**src/rtl/usb_irq_pkg.sv**
```systemverilog
// Package: register offsets and field layouts shared by the interrupt wrapper.
// Assumes byte addressing with 32-bit word-aligned registers.
package usb_irq_pkg;
    localparam int          REG_W          = 32;
    localparam logic [7:0]  OFS_REV        = 8'h00;
    localparam logic [7:0]  OFS_CTRL       = 8'h04;
    localparam logic [7:0]  OFS_STAT       = 8'h08;
    localparam logic [7:0]  OFS_GRP_BASE   = 8'h20;
    localparam logic [7:0]  OFS_GRP_STRIDE = 8'h20;
    localparam logic [7:0]  OFS_EOI        = 8'h60;
    // offsets inside one group
    localparam logic [7:0]  REL_SRC        = 8'h00;
    localparam logic [7:0]  REL_SRC_SET    = 8'h04;
    localparam logic [7:0]  REL_SRC_CLR    = 8'h08;
    localparam logic [7:0]  REL_MSK        = 8'h0C;
    localparam logic [7:0]  REL_MSK_SET    = 8'h10;
    localparam logic [7:0]  REL_MSK_CLR    = 8'h14;
    localparam logic [7:0]  REL_MASKED     = 8'h18;
    // bits that may hold state in each group
    localparam logic [31:0] EP_VALID       = 32'hFFFE_FFFF;
    localparam logic [31:0] CORE_VALID     = 32'h01FF_0000;
    localparam int          VBUS_DRV_BIT   = 24;
    localparam int          SRST_BIT       = 0;
endpackage

```
**src/rtl/irq_src_bank.sv**
```systemverilog
// Module: one interrupt group, a source word plus its enable mask.
// The source takes hardware event pulses and write-one-to-set or
// write-one-to-clear updates. The mask takes a direct write and set/clear
// updates. Only bits in VALID hold state. Assumes at most one write strobe
// per cycle, and that srst beats everything else.
module irq_src_bank #(
    parameter int                DATA_W = 32,
    parameter logic [DATA_W-1:0] VALID  = '1
) (
    input  logic              clk,
    input  logic              rst_n,
    input  logic              srst,
    input  logic              src_set_we,
    input  logic              src_clr_we,
    input  logic              msk_we,
    input  logic              msk_set_we,
    input  logic              msk_clr_we,
    input  logic [DATA_W-1:0] wdata,
    input  logic [DATA_W-1:0] evt,
    output logic [DATA_W-1:0] src,
    output logic [DATA_W-1:0] msk,
    output logic [DATA_W-1:0] masked
);
    logic [DATA_W-1:0] src_nxt;
    logic [DATA_W-1:0] msk_nxt;
    logic [DATA_W-1:0] set_bits;
    logic [DATA_W-1:0] clr_bits;

    // Next source: set alias, then clear alias, then events (events win).
    always_comb begin
        set_bits = src_set_we ? wdata : '0;
        clr_bits = src_clr_we ? wdata : '0;
        src_nxt  = (((src | set_bits) & ~clr_bits) | evt) & VALID;
    end

    // Next mask: direct write, set alias or clear alias.
    always_comb begin
        msk_nxt = msk;
        if (msk_we)     msk_nxt = wdata;
        if (msk_set_we) msk_nxt = msk | wdata;
        if (msk_clr_we) msk_nxt = msk & ~wdata;
        msk_nxt = msk_nxt & VALID;
    end

    // State registers with reset and soft reset.
    always_ff @(posedge clk) begin
        if (!rst_n || srst) begin
            src <= '0;
            msk <= '0;
        end else begin
            src <= src_nxt;
            msk <= msk_nxt;
        end
    end

    // Masked view offered to the read path and to the line logic.
    assign masked = src & msk;

    a_r6_event_wins: assert property (@(posedge clk) disable iff (!rst_n)
        (!srst && (evt & VALID) != '0) |=>
        ((src & $past(evt & VALID)) == $past(evt & VALID)));

    a_r9_srst_clears: assert property (@(posedge clk) disable iff (!rst_n)
        srst |=> (src == '0 && msk == '0));

    a_r5_clear_alias: assert property (@(posedge clk) disable iff (!rst_n)
        (src_clr_we && !srst) |=> ((src & $past(wdata & ~evt)) == '0));
endmodule

```
**src/rtl/irq_arm_ctl.sv**
```systemverilog
// Module: merges pending state into one interrupt line, which fires once
// per arming. The flag drops after the line is high and is set again by
// an end-of-interrupt or a soft reset. Assumes `pending` comes from
// registered state.
module irq_arm_ctl (
    input  logic clk,
    input  logic rst_n,
    input  logic pending,
    input  logic eoi,
    input  logic srst,
    output logic irq_out
);
    logic armed;

    // Line is high only while armed with something pending.
    assign irq_out = armed & pending;

    // Re-arm flag: set by end-of-interrupt or soft reset, cleared once taken.
    always_ff @(posedge clk) begin
        if (!rst_n)            armed <= 1'b1;
        else if (eoi || srst)  armed <= 1'b1;
        else if (irq_out)      armed <= 1'b0;
    end

    a_r8_one_cycle: assert property (@(posedge clk) disable iff (!rst_n)
        (irq_out && !eoi && !srst) |=> !irq_out);

    a_r8_hold_until_eoi: assert property (@(posedge clk) disable iff (!rst_n)
        (!armed && !eoi && !srst) |=> !armed);

    a_r8_eoi_rearms: assert property (@(posedge clk) disable iff (!rst_n)
        eoi |=> armed);
endmodule

```
**src/rtl/usb_irq_wrap.sv**
```systemverilog
// Module: top of the interrupt aggregation wrapper. Decodes the register
// bus and instantiates one source bank per group (endpoint, core) plus the
// one-shot line control. Reads are combinational from bus_addr, and writes
// take effect at the clock edge where bus_wr is high.
module usb_irq_wrap
    import usb_irq_pkg::*;
#(
    parameter int                DATA_W    = REG_W,
    parameter int                ADDR_W    = 8,
    parameter logic [DATA_W-1:0] REV_VALUE = 32'h0003_0501
) (
    input  logic              clk,
    input  logic              rst_n,
    input  logic              bus_wr,
    input  logic [ADDR_W-1:0] bus_addr,
    input  logic [DATA_W-1:0] bus_wdata,
    output logic [DATA_W-1:0] bus_rdata,
    input  logic [DATA_W-1:0] ep_evt,
    input  logic [DATA_W-1:0] core_evt,
    input  logic              vbus_drv_sts,
    output logic              irq_out
);
    localparam int NGRP = 2;

    logic [NGRP-1:0][DATA_W-1:0] src_w, msk_w, mskd_w, evt_w;
    logic                        srst;
    logic                        eoi;
    logic                        pending;

    assign evt_w[0] = ep_evt;
    assign evt_w[1] = core_evt;

    // Global control strobes decoded from the bus.
    assign srst = bus_wr && (bus_addr == ADDR_W'(OFS_CTRL)) && bus_wdata[SRST_BIT];
    assign eoi  = bus_wr && (bus_addr == ADDR_W'(OFS_EOI));

    for (genvar g = 0; g < NGRP; g++) begin : g_grp
        localparam logic [ADDR_W-1:0] BASE  =
            ADDR_W'(OFS_GRP_BASE + OFS_GRP_STRIDE * g);
        localparam logic [DATA_W-1:0] VALID = (g == 0) ? EP_VALID : CORE_VALID;
        irq_src_bank #(.DATA_W(DATA_W), .VALID(VALID)) u_bank (
            .clk        (clk),
            .rst_n      (rst_n),
            .srst       (srst),
            .src_set_we (bus_wr && bus_addr == BASE + ADDR_W'(REL_SRC_SET)),
            .src_clr_we (bus_wr && bus_addr == BASE + ADDR_W'(REL_SRC_CLR)),
            .msk_we     (bus_wr && bus_addr == BASE + ADDR_W'(REL_MSK)),
            .msk_set_we (bus_wr && bus_addr == BASE + ADDR_W'(REL_MSK_SET)),
            .msk_clr_we (bus_wr && bus_addr == BASE + ADDR_W'(REL_MSK_CLR)),
            .wdata      (bus_wdata),
            .evt        (evt_w[g]),
            .src        (src_w[g]),
            .msk        (msk_w[g]),
            .masked     (mskd_w[g])
        );
    end

    // Any enabled pending bit in any group.
    always_comb begin
        pending = 1'b0;
        for (int g = 0; g < NGRP; g++) pending = pending | (|mskd_w[g]);
    end

    irq_arm_ctl u_arm (
        .clk     (clk),
        .rst_n   (rst_n),
        .pending (pending),
        .eoi     (eoi),
        .srst    (srst),
        .irq_out (irq_out)
    );

    // Read mux; anything not listed returns zero.
    always_comb begin
        bus_rdata = '0;
        if (bus_addr == ADDR_W'(OFS_REV))  bus_rdata = REV_VALUE;
        if (bus_addr == ADDR_W'(OFS_STAT)) bus_rdata = DATA_W'(vbus_drv_sts);
        for (int g = 0; g < NGRP; g++) begin
            if (bus_addr == ADDR_W'(OFS_GRP_BASE + OFS_GRP_STRIDE * g + REL_SRC))
                bus_rdata = src_w[g];
            if (bus_addr == ADDR_W'(OFS_GRP_BASE + OFS_GRP_STRIDE * g + REL_MSK))
                bus_rdata = msk_w[g];
            if (bus_addr == ADDR_W'(OFS_GRP_BASE + OFS_GRP_STRIDE * g + REL_MASKED))
                bus_rdata = mskd_w[g];
        end
    end

    a_r10_reserved_zero: assert property (@(posedge clk) disable iff (!rst_n)
        (bus_addr == ADDR_W'(8'h10) || bus_addr == ADDR_W'(8'h5C)) |-> (bus_rdata == '0));

    a_r4_vbus_only_field: assert property (@(posedge clk) disable iff (!rst_n)
        (!srst && core_evt[VBUS_DRV_BIT]) |=> src_w[1][VBUS_DRV_BIT]);
endmodule

```
**config.mk**
```make
export PLATFORM = sky130hd
export DESIGN_NAME = usb_irq_wrap
export DESIGN_NICKNAME = d
export VERILOG_FILES = /design/src/rtl/usb_irq_pkg.sv /design/src/rtl/irq_src_bank.sv /design/src/rtl/irq_arm_ctl.sv /design/src/rtl/usb_irq_wrap.sv
export SDC_FILE = /design/constraint.sdc
export NUM_CORES = 1
export LEC_CHECK = 0
export ABC_AREA = 1
export BUFFER_PORTS_ARGS = -buffer_cell sky130_fd_sc_hd__buf_4
export CORE_MARGIN = 2
export CORE_UTILIZATION = 45
export DETAILED_ROUTE_END_ITERATION = 10
export PLACE_DENSITY = 0.8
export SYNTH_ARGS = -nofsm -noshare
export SYNTH_HDL_FRONTEND = slang
export SYNTH_SLANG_ARGS = --single-unit
export TNS_END_PERCENT = 50
```
**constraint.sdc**
```tcl
create_clock -name clk -period 2.4 [get_ports clk]
set_input_delay 0.36 -clock clk [delete_from_list [all_inputs] [get_ports clk]]
set_output_delay 0.36 -clock clk [all_outputs]
set_load 0.005 [all_outputs]
```
==> results <==
- After the last flow step, the layout net total stands at 1313.
- The run finished with clean final reports.
- In this run the standard cell core region covers 13190 sq um.
- The die boundary width is 119.8 um.
- After global routing, the most crowded layer is met2.
- The finished layout holds 1386 standard cells, fillers aside.
- The post-layout utilization of the core is between 50 and 60%.
- The multi-input logic area is 3706 sq um.
- The H-tree generated during clock tree synthesis spans 3 levels.
- The worst reg-to-reg path cell count is 7.
- For met3 alone, demand over resource in global routing was 4.420%.
- The filler cell count is about 1.3k.
- Dividing the synthesized area by the synthesized cell count gives around 5.5 sq um.
- The final hold violation count came to 0.
- In the final timing run, aggregate negative setup slack is 0 ns.
- For the finished layout, the period the worst path requires is 2.181 ns.
- The setup-violating endpoint count in the final report is 0.
- The die covers 14350 sq um.
- Global routing consumed, on the met2 layer, around 45% of the routing resources.
- Of the available clock period, the critical path in the final layout requires between 90 and 100%.
- The final standard cell area without fillers is approximately 7500 sq um.
- The top achievable clock speed is roughly 460 MHz.
- The share of the synthesized area in the top cell type is 26.87%.
- The count of routing violations after the opening detailed-route iteration is around 630.
- The most frequently used flop master after synthesis is sky130_fd_sc_hd__dfxtp_1.
- The first global-routing pass estimated around 31 mm of wire.
- The average wire length per cell after detail routing is around 14 um.
- The pre-CTS worst setup slack is 0.2392 ns.
- Once the clock tree was built, the resizer swapped 0 gates to a different size.
- The cell type with the largest total area after synthesis is sky130_fd_sc_hd__dfxtp_1.
- Counting flops with a built-in enable in the synthesized netlist gives 0.
- The worst hold path terminates at g_grp[0].u_bank.src[19]$_SDFF_PP0_.
- After clock tree synthesis, the clock-pin slew on the worst setup and hold paths is about 0.060 ns.
- The synthesized netlist occupies a cell area of approximately 6000 sq um.
- Before antenna repair, the detailed router went through 7 iterations.
- The deepest clock path buffer count is 2.
- Summed over all cells, the static leakage comes to approximately 3.7 nW.
- The kind of start point of the critical path is an input port.
- The number of max-cap violations is 0.
- For this run, global-route usage on met1 was measured as between 30% and 40%.
- The startpoint identified for the worst register-to-register timing path is g_grp[0].u_bank.src[2]$_SDFF_PP0_.
- The final weighted congestion in routability-driven placement is ~0.91.
- The overall die height is between 100 and 150 um.
- The synthesized instance count is 1104.
- In the final layout, the share of cells above drive strength 1 is 16.78%.
- The tree built by TritonCTS fans out to 81 sinks.
- The residual overflow from global routing is 0.
- For the pin with the worst max-slew slack, the measured transition is 0.8235 ns.
- Across the routed clock network, the largest skew measured is 0.006589 ns.
- The setup check on the worst reg-to-reg path leaves a slack of roughly 1.2 ns.
- The floorplan has 42 rows.
- In this run the remaining antenna-violating nets after routing total 0.
- The initial core utilization is 45.75%.
- The count of pins over their slew limit is 0.
- The hold slack is around 0.22 ns.
- The capture instance of the worst register-to-register path is u_arm.armed$_SDFFE_PP1P_.
- The number of diodes is 0.
- The register bit count reported by yosys is 81.
- The placed instances occupy a cell area of ~7200 sq um.
- The initial antenna violation count is 0.
- The proportion of register bits with asynchronous set or reset after synthesis is 0%.
- Registers take 1622 sq um.
- The number of global-route vias before repair is around 6.4k.
- The worst-case IR drop observed on VDD is ~0.00038 V.
- In the post-synthesis netlist, the biggest area contributors are sky130_fd_sc_hd__dfxtp_1 27%, sky130_fd_sc_hd__nand2_1 17%, sky130_fd_sc_hd__nand3_1 16%.
- The worst-path maximum fanout is 10.
- The worst hold path stage count is 3.
- The critical path is of the in2out type.
- In the global route stage, overall resource usage came out at between 20% and 30%.
- The total wire length is 18.79 mm.
- From synthesis to final layout, the design area changed by 24.67%.
- Synthesis produced a netlist with a net count of 1212.
- At the later pin of the worst-skew pair, clock insertion delay measures approximately 0.34 ns.
- Headroom to the max-slew limit came out at roughly 45%.
- The leading cell type by number of instances after synthesis is sky130_fd_sc_hd__nand2_1.
- The completed layout was analyzed and its total power is around 3.4 mW.
- The commonest cells after synthesis are 273 x sky130_fd_sc_hd__nand2_1, 248 x sky130_fd_sc_hd__nor2_1, 194 x sky130_fd_sc_hd__nand3_1.
- Setup repair after global routing left no endpoint under its margin.
- Entering global routing, the biggest net connects 88 pins.
- The cell at the root of the clock tree is sky130_fd_sc_hd__clkbuf_16.
- In the routed design, unresolved DRC markers number 0.
- The tightest min-delay check is of the in2reg type.
- The number of setup buffers added after CTS is 0.
- STA classifies the critical path endpoint as an output pin.
- The total CTS buffers is 9.
- The number of cells in the design after placement is 1370.
- between 100 and 150 I/O pins were placed.
- The sequential area share after synthesis is between 20 and 30%.
- Yosys printed 0 warnings.
- The number of buffers inserted by hold repair at cts is 0.
- The smallest setup slack after layout is around 0.22 ns.
- The final route contains approximately 7k vias.
- The total of buffers placed on input and output ports is about 120.
- Dividing the detail-routed via count by the number of cells gives a little over 5.
- The distinct cell type count of the synthesized netlist is 26.
- The worst hold path begins at ep_evt[19].
- The required time reported for the critical path endpoint is slightly above 2 ns.
- The wire-length estimate of the detail-placed layout is ~13 mm.
- The power density relative to cell area is about 450 nW/um^2.
- The TritonCTS clock tree is built.
- At the worst endpoint, the arrival time is around 1.8 ns.
## worst max-delay path, stage by stage
cell	delay (ns)
sky130_fd_sc_hd__buf_4	0.12
sky130_fd_sc_hd__nor2_2	0.21
sky130_fd_sc_hd__nand3_1	0.14
sky130_fd_sc_hd__inv_1	0.09
sky130_fd_sc_hd__nand2_1	0.20
sky130_fd_sc_hd__buf_4	0.26
sky130_fd_sc_hd__o21ai_1	0.08
sky130_fd_sc_hd__nor2_1	0.06
sky130_fd_sc_hd__nor2_1	0.16
sky130_fd_sc_hd__buf_4	0.14
## layout by cell type, fill, tap and decap left out
cell / n
sky130_fd_sc_hd__nor3_2: 2
sky130_fd_sc_hd__o221ai_1: 10
sky130_fd_sc_hd__clkbuf_1: 2
sky130_fd_sc_hd__nand3_1: 194
sky130_fd_sc_hd__nor2_4: 1
sky130_fd_sc_hd__o21ai_0: 19
sky130_fd_sc_hd__clkinv_2: 1
sky130_fd_sc_hd__or2_2: 24
sky130_fd_sc_hd__nand2_2: 3
sky130_fd_sc_hd__o21ai_1: 2
sky130_fd_sc_hd__bufinv_16: 3
sky130_fd_sc_hd__nor2_2: 7
sky130_fd_sc_hd__buf_4: 145
sky130_fd_sc_hd__inv_2: 1
sky130_fd_sc_hd__clkinv_4: 1
sky130_fd_sc_hd__a21oi_1: 50
sky130_fd_sc_hd__nor4_1: 1
sky130_fd_sc_hd__dfxtp_1: 81
sky130_fd_sc_hd__nor3_4: 1
sky130_fd_sc_hd__nand4_1: 9
sky130_fd_sc_hd__nand2_1: 272
sky130_fd_sc_hd__nor3_1: 2
sky130_fd_sc_hd__buf_12: 5
sky130_fd_sc_hd__clkinv_1: 2
sky130_fd_sc_hd__clkbuf_16: 9
sky130_fd_sc_hd__nor2_1: 243
sky130_fd_sc_hd__inv_1: 117
sky130_fd_sc_hd__o2111ai_1: 3
## state kept, by name, indices dropped and copies added, names as in the netlist
name and cells:
g_grp.u_bank.src 40, g_grp.u_bank.msk 40, u_arm.armed 1
## power breakdown
part,switching [mW],total (mW),internal [mW]
clock network,0.565,1.58,1.02
logic,0.221,0.395,0.175
registers,0.0408,1.44,1.40
## layer usage
layer	share of wire, %	wire, um	vias to the layer above
li1	-	-	3685
met1	43	8030	3170
met2	48	9011	286
met3	7.5	1402	33
met4	1.9	348	0
met5	0	0	-
## worst max path at each step
stage,from,to,slack (ns),depth (start not counted)
3_3_place_gp,bus_addr[1],bus_rdata[0],0.25,10
3_5_place_dp,bus_addr[1],bus_rdata[0],0.24,10
5_1_grt,bus_addr[6],bus_rdata[3],0.04,10
4_1_cts,bus_addr[1],bus_rdata[0],0.23,10
2_1_floorplan,bus_addr[1],bus_rdata[13],0.69,6
6_report,bus_addr[1],bus_rdata[0],0.22,10
## area by class of cell
cell class,instances,share of cell area [%]
Clock inverter,5,1.380
Timing Repair Buffer,150,15.80
Tap cell,176,2.927
Inverter,120,5.987
Multi-Input combinational cell,843,49.26
Sequential cell,81,21.55
Clock buffer,11,3.093
## logic make-up after synthesis
| kind of cell | after synthesis | share of synthesized area [%] |
|---|---|---|
| AO/OA/AOI/OAI | 84 | 7.775 |
| buffers and inverters | 180 | 11.96 |
| flip-flops | 81 | 26.87 |
| AND/OR/NAND/NOR | 759 | 53.39 |
No activity file was read; power rests on OpenSTA's default activity.
